File: config.mk
export PLATFORM = sky130hd
export DESIGN_NAME = repadd_mul
export DESIGN_NICKNAME = d
export VERILOG_FILES = /design/src/rtl/repadd_pkg.sv /design/src/rtl/repadd_ctrl.sv /design/src/rtl/repadd_dpath.sv /design/src/rtl/repadd_mul.sv
export SDC_FILE = /design/constraint.sdc
export NUM_CORES = 1
export LEC_CHECK = 0
export BUFFER_PORTS_ARGS = -buffer_cell sky130_fd_sc_hd__buf_4
export CAP_MARGIN = 20
export CELL_PAD_IN_SITES_DETAIL_PLACEMENT = 1
export CELL_PAD_IN_SITES_GLOBAL_PLACEMENT = 2
export CORE_MARGIN = 2
export CORE_UTILIZATION = 34
export CTS_CLUSTER_SIZE = 30
export DETAILED_ROUTE_END_ITERATION = 16
export PLACE_DENSITY_LB_ADDON = 0.15
export SLEW_MARGIN = 30
export SYNTH_ARGS = -nofsm -noshare
export SYNTH_HDL_FRONTEND = slang
export SYNTH_SLANG_ARGS = --single-unit
File: constraint.sdc
create_clock -name clk -period 3.1 [get_ports clk]
set_clock_uncertainty 0.15 [all_clocks]
set_input_delay 0.465 -clock clk [delete_from_list [all_inputs] [get_ports clk]]
set_output_delay 0.465 -clock clk [all_outputs]
set_load 0.1 [all_outputs]
File: src/rtl/repadd_pkg.sv
`timescale 1ns/1ps
package repadd_pkg;
  // Strobes from the controller to the datapath
  typedef struct packed {
    logic loadOps;  // capture operands, clear accumulator
    logic addDec;   // accumulate multiplicand, count down
  } ctrlStrobes_t;

  typedef enum logic {
    ST_IDLE = 1'b0,
    ST_RUN  = 1'b1
  } ctrlState_t;
endpackage

File: src/rtl/repadd_ctrl.sv
`timescale 1ns/1ps
module repadd_ctrl
  import repadd_pkg::*;
(
  input  logic         clk,
  input  logic         rstN,
  input  logic         start,
  input  logic         cntZero,
  output ctrlStrobes_t strobes,
  output logic         done
);

  ctrlState_t stateQ, stateD;

  always_ff @(posedge clk or negedge rstN) begin
    if (!rstN) stateQ <= ST_IDLE;
    else       stateQ <= stateD;
  end

  always_comb begin
    stateD          = stateQ;
    strobes.loadOps = 1'b0;
    strobes.addDec  = 1'b0;
    unique case (stateQ)
      ST_IDLE: begin
        if (start) begin
          strobes.loadOps = 1'b1;
          stateD          = ST_RUN;
        end
      end
      ST_RUN: begin
        if (cntZero) begin
          stateD = ST_IDLE;
        end else begin
          strobes.addDec = 1'b1;
        end
      end
      default: stateD = ST_IDLE;
    endcase
  end

  assign done = (stateQ == ST_IDLE);

  AST_LOAD_DROPS_DONE: assert property (@(posedge clk) disable iff (!rstN)
    strobes.loadOps |=> !done);
  AST_NO_ADD_AT_ZERO: assert property (@(posedge clk) disable iff (!rstN)
    cntZero |-> !strobes.addDec);
  AST_ZERO_ENDS_RUN: assert property (@(posedge clk) disable iff (!rstN)
    (!done && cntZero) |=> done);
  AST_BUSY_STAYS_BUSY: assert property (@(posedge clk) disable iff (!rstN)
    (!done && !cntZero) |=> !done);
  AST_IDLE_HOLDS: assert property (@(posedge clk) disable iff (!rstN)
    (done && !start) |=> done);

endmodule

File: src/rtl/repadd_dpath.sv
`timescale 1ns/1ps
module repadd_dpath
  import repadd_pkg::*;
#(
  parameter int OP_W = 8
) (
  input  logic                clk,
  input  logic                rstN,
  input  ctrlStrobes_t        strobes,
  input  logic [OP_W-1:0]     mcandIn,
  input  logic [OP_W-1:0]     mplierIn,
  output logic [2*OP_W-1:0]   accOut,
  output logic                cntZero
);
  localparam int PROD_W = 2 * OP_W;

  logic [OP_W-1:0]   mcandQ, mcandD;
  logic [OP_W-1:0]   countQ, countD;
  logic [PROD_W-1:0] accQ, accD;

  // Double-width adder with a spare carry bit
  logic [PROD_W:0]   sumWide;
  logic [PROD_W-1:0] accSum;
  // Single-width count-down: add all ones
  logic [OP_W-1:0]   countDec;

  assign sumWide  = {1'b0, accQ} + {{(OP_W+1){1'b0}}, mcandQ};
  assign accSum   = sumWide[PROD_W-1:0];
  assign countDec = countQ + {OP_W{1'b1}};
  assign cntZero  = ~|countQ;

  // Input selection for each register: hold, bus load, or adder result
  always_comb begin
    mcandD = mcandQ;
    countD = countQ;
    accD   = accQ;
    if (strobes.loadOps) begin
      mcandD = mcandIn;
      countD = mplierIn;
      accD   = '0;
    end else if (strobes.addDec) begin
      countD = countDec;
      accD   = accSum;
    end
  end

  always_ff @(posedge clk or negedge rstN) begin
    if (!rstN) begin
      mcandQ <= '0;
      countQ <= '0;
      accQ   <= '0;
    end else begin
      mcandQ <= mcandD;
      countQ <= countD;
      accQ   <= accD;
    end
  end

  assign accOut = accQ;

  AST_LOAD_CLEARS_ACC: assert property (@(posedge clk) disable iff (!rstN)
    strobes.loadOps |=> (accQ == '0));
  AST_ADD_STEP: assert property (@(posedge clk) disable iff (!rstN)
    strobes.addDec |=> (accQ == $past(accQ) + {{OP_W{1'b0}}, $past(mcandQ)}));
  AST_COUNT_STEP: assert property (@(posedge clk) disable iff (!rstN)
    strobes.addDec |=> (countQ == $past(countQ) - 1'b1));
  AST_NO_STROBE_HOLDS: assert property (@(posedge clk) disable iff (!rstN)
    (!strobes.loadOps && !strobes.addDec) |=> ($stable(accQ) && $stable(countQ) && $stable(mcandQ)));
  AST_NO_OVERFLOW: assert property (@(posedge clk) disable iff (!rstN)
    strobes.addDec |-> !sumWide[PROD_W]);

endmodule

File: src/rtl/repadd_mul.sv
`timescale 1ns/1ps
module repadd_mul
  import repadd_pkg::*;
#(
  parameter int OP_W = 8
) (
  input  logic              clk,
  input  logic              rstN,
  input  logic              start,
  input  logic [OP_W-1:0]   mcandIn,
  input  logic [OP_W-1:0]   mplierIn,
  output logic [2*OP_W-1:0] product,
  output logic              done
);

  ctrlStrobes_t strobes;
  logic         cntZero;

  repadd_ctrl i_ctrl (
    .clk     (clk),
    .rstN    (rstN),
    .start   (start),
    .cntZero (cntZero),
    .strobes (strobes),
    .done    (done)
  );

  repadd_dpath #(.OP_W(OP_W)) i_dpath (
    .clk      (clk),
    .rstN     (rstN),
    .strobes  (strobes),
    .mcandIn  (mcandIn),
    .mplierIn (mplierIn),
    .accOut   (product),
    .cntZero  (cntZero)
  );

  AST_RESET_STATE: assert property (@(posedge clk) disable iff (!rstN)
    $rose(rstN) |-> (done && product == '0));

endmodule

==> impl_metrics.tcl <==
set metrics [dict create \
    worstSetupStartpointType "flip-flop" \
    crit_path_max_fanout 6 \
    startpoint "i_dpath.accOut[0]" \
    cts_setup_buffers 0 \
    setup_viol 0 \
    critical_path.slowest_cell "dfrtp_1" \
    tightestPinTransition_ns 0.536 \
    grt_pass1_vias 1690 \
    synth_nets 219 \
    synth_warnings 0 \
    clk_path_buf_depth 2 \
    die_y_um 78.3 \
    hold_viol 0 \
    crit_path_max_incr_delay_ns 0.37 \
    routabilityCongestion 0.754 \
    yosys.cell_types.count 48 \
    maxCapViolCount 0 \
    std_cell_rows 27 \
    synth_flop_cell "dfrtp_1" \
    tritoncts "done" \
    dr.pass1.iters 4 \
    ant_nets 0 \
    grt_pass1_wl_um 8220 \
    drive_above_1_share 0.249 \
    grt_max_degree 34 \
    drt_first_iter_violations 63 \
    rsz0062_at_grt "false" \
    avgSynthCellArea_um2 9.94 \
    period_share 0.799 \
    die_w_um 78.3 \
    nFillCells 621 \
    final_cell_mix "41 x nand2_1, 38 x buf_4, 33 x dfrtp_1" \
    grtUsageTotal 0.173 \
    slew_viol_final 0 \
    wl_per_cell_um 15.6 \
    htree_levels 2 \
    dp_hpwl_um 3450 \
    fmax_mhz 404 \
    outcome "finished clean" \
    clk_latency_ns 0.29 \
    diodes 0 \
    synth-edff-count 0 \
    grt_overflow_total 0 \
    cts_root_buf "clkbuf_8" \
    ys_ff_latch 33 \
    cp_cell_sequence "ha_1, inv_1, fa_1, nand2b_1, a21oi_1, a21oi_1, o311ai_0, o41ai_1" \
    antenna_found_initial 0 \
    cp_common_cell "a21oi_1" \
    r2r-start "i_dpath.accOut[0]" \
    numPortBuffers 35 \
    areaGrowthSynthToFinish_pct 22.0 \
    async_reset_ff_frac 1.00 \
    cts_made_buffers 5 \
    die_area_um2 6140 \
    drt-total-wl_um 4710 \
    final_nets 258 \
    cp.required_ns 3.11 \
    clk_pin_slew_ns 0.07 \
    final_common_cell "nand2_1" \
    end_kind "flip-flop" \
    drcViolationCount 0 \
    core_region_area_um2 5410 \
    io_pins 36 \
    slew_headroom 0.643 \
    min_period_ns 2.48 \
    hold_start "mcandIn[0]" \
    cts_sinks 33 \
    synth_area_um2 1880 \
    ys_seq_area_frac 0.439 \
    crit_type "reg -> reg" \
    num_vias 1541 \
    synthesis.instances 189 \
    min_path_type "in -> reg" \
    tns_ns 0 \
    via_per_inst 5.12 \
    crit_arrival_ns 2.48 \
    initial_core_util 0.348 \
]
-- cell type report --
class / instances / area (µm²) / area share
multi-input cells: 143 / 976 / 0.426
flip-flops and latches: 33 / 826 / 0.360
repair buffers: 39 / 295 / 0.129
well taps: 72 / 90.1 / 0.0393
clock buffers: 6 / 72.6 / 0.0317
inverters: 6 / 22.5 / 0.00983
clock inverters: 2 / 10.0 / 0.00437
-- path summary, 6_finish.rpt --
path                                      end  cells after the start  slack, ns
max                        i_dpath.accOut[10]                      8       0.62
min                         i_dpath.mcandQ[0]                      3       0.22
max reg2reg                i_dpath.accOut[10]                      8       0.62
min reg2reg                 i_dpath.mcandQ[4]                      2       0.33
max in group asynchronous   i_dpath.mcandQ[2]                      2       1.97
min in group asynchronous   i_dpath.countQ[7]                      2       0.50
-- stage by stage --
stage	cells	util	area [µm²]	hold slack, ns	setup slack [ns]
6_report	301	0.424	2290	0.219	0.624
5_1_grt	301	0.424	2290	0.203	0.398
4_1_cts	301	0.424	2290	0.207	0.643
3_5_place_dp	292	0.407	2200	0.291	0.645
3_3_place_gp	292	0.407	2200	0.282	0.772
2_1_floorplan	189	-	1880	0.0194	0.186
-- cells by family after synthesis --
kind of cell,synth area share
flip-flops,0.439
buffers and inverters,0.0413
AO/OA/AOI/OAI,0.178
AND/OR/NAND/NOR,0.200
XOR/XNOR,0.0373
multiplexers,0.0266
adder cells (fa/ha/maj),0.0772
-- state kept, by name, summed over array words and instances, names as in the netlist --
register and count:
i_ctrl.stateQ 1, i_dpath.accOut 16, i_dpath.countQ 8, i_dpath.mcandQ 8
-- synth_stat cells (2+ instances only) --
cell       n  area (µm²)
nand3_1   11        55.1
o31ai_1    2        15.0
nor2_1     5        18.8
a21o_1     7        52.6
nand2b_1   2        12.5
inv_1      6        22.5
dfrtp_1   33         826
xor2_1     5        43.8
o21ai_0   11        55.1
nand2_4    2        22.5
xnor2_1    3        26.3
clkbuf_1   3        11.3
ha_1      10         125
nand2_1   41         154
o41ai_1    2        17.5
buf_6      2        22.5
o311ai_0   2        17.5
o211ai_1   2        15.0
mux2i_1    5        50.1
a21oi_1    7        35.0
-- per-layer routing --
layer	track usage	wire length (µm)	vias up
met2	0.298	2360	30
met5	0	0	-
li1	-	-	748
met3	0.0414	182	5
met1	0.215	2120	758
met4	0.0491	43	0
-- critical path, delay by kind of cell, from the launching register on --
family,cells,cell delay [ns]
AOI/OAI and AO/OA,4,1.03
adders and majority gates,2,0.57
buffers and inverters,1,0.06
DFF,1,0.37
and+or+nand+nor,1,0.17
-- repair_timing --
item,4_1_cts,5_1_grt
endpoints found under the hold margin,33,0
gates resized for setup,0,0
hold buffers,1,0
Power is left out: the tool's default activity adds up to more than one toggle a clock period on the data nets, which glitch-free logic cannot reach.
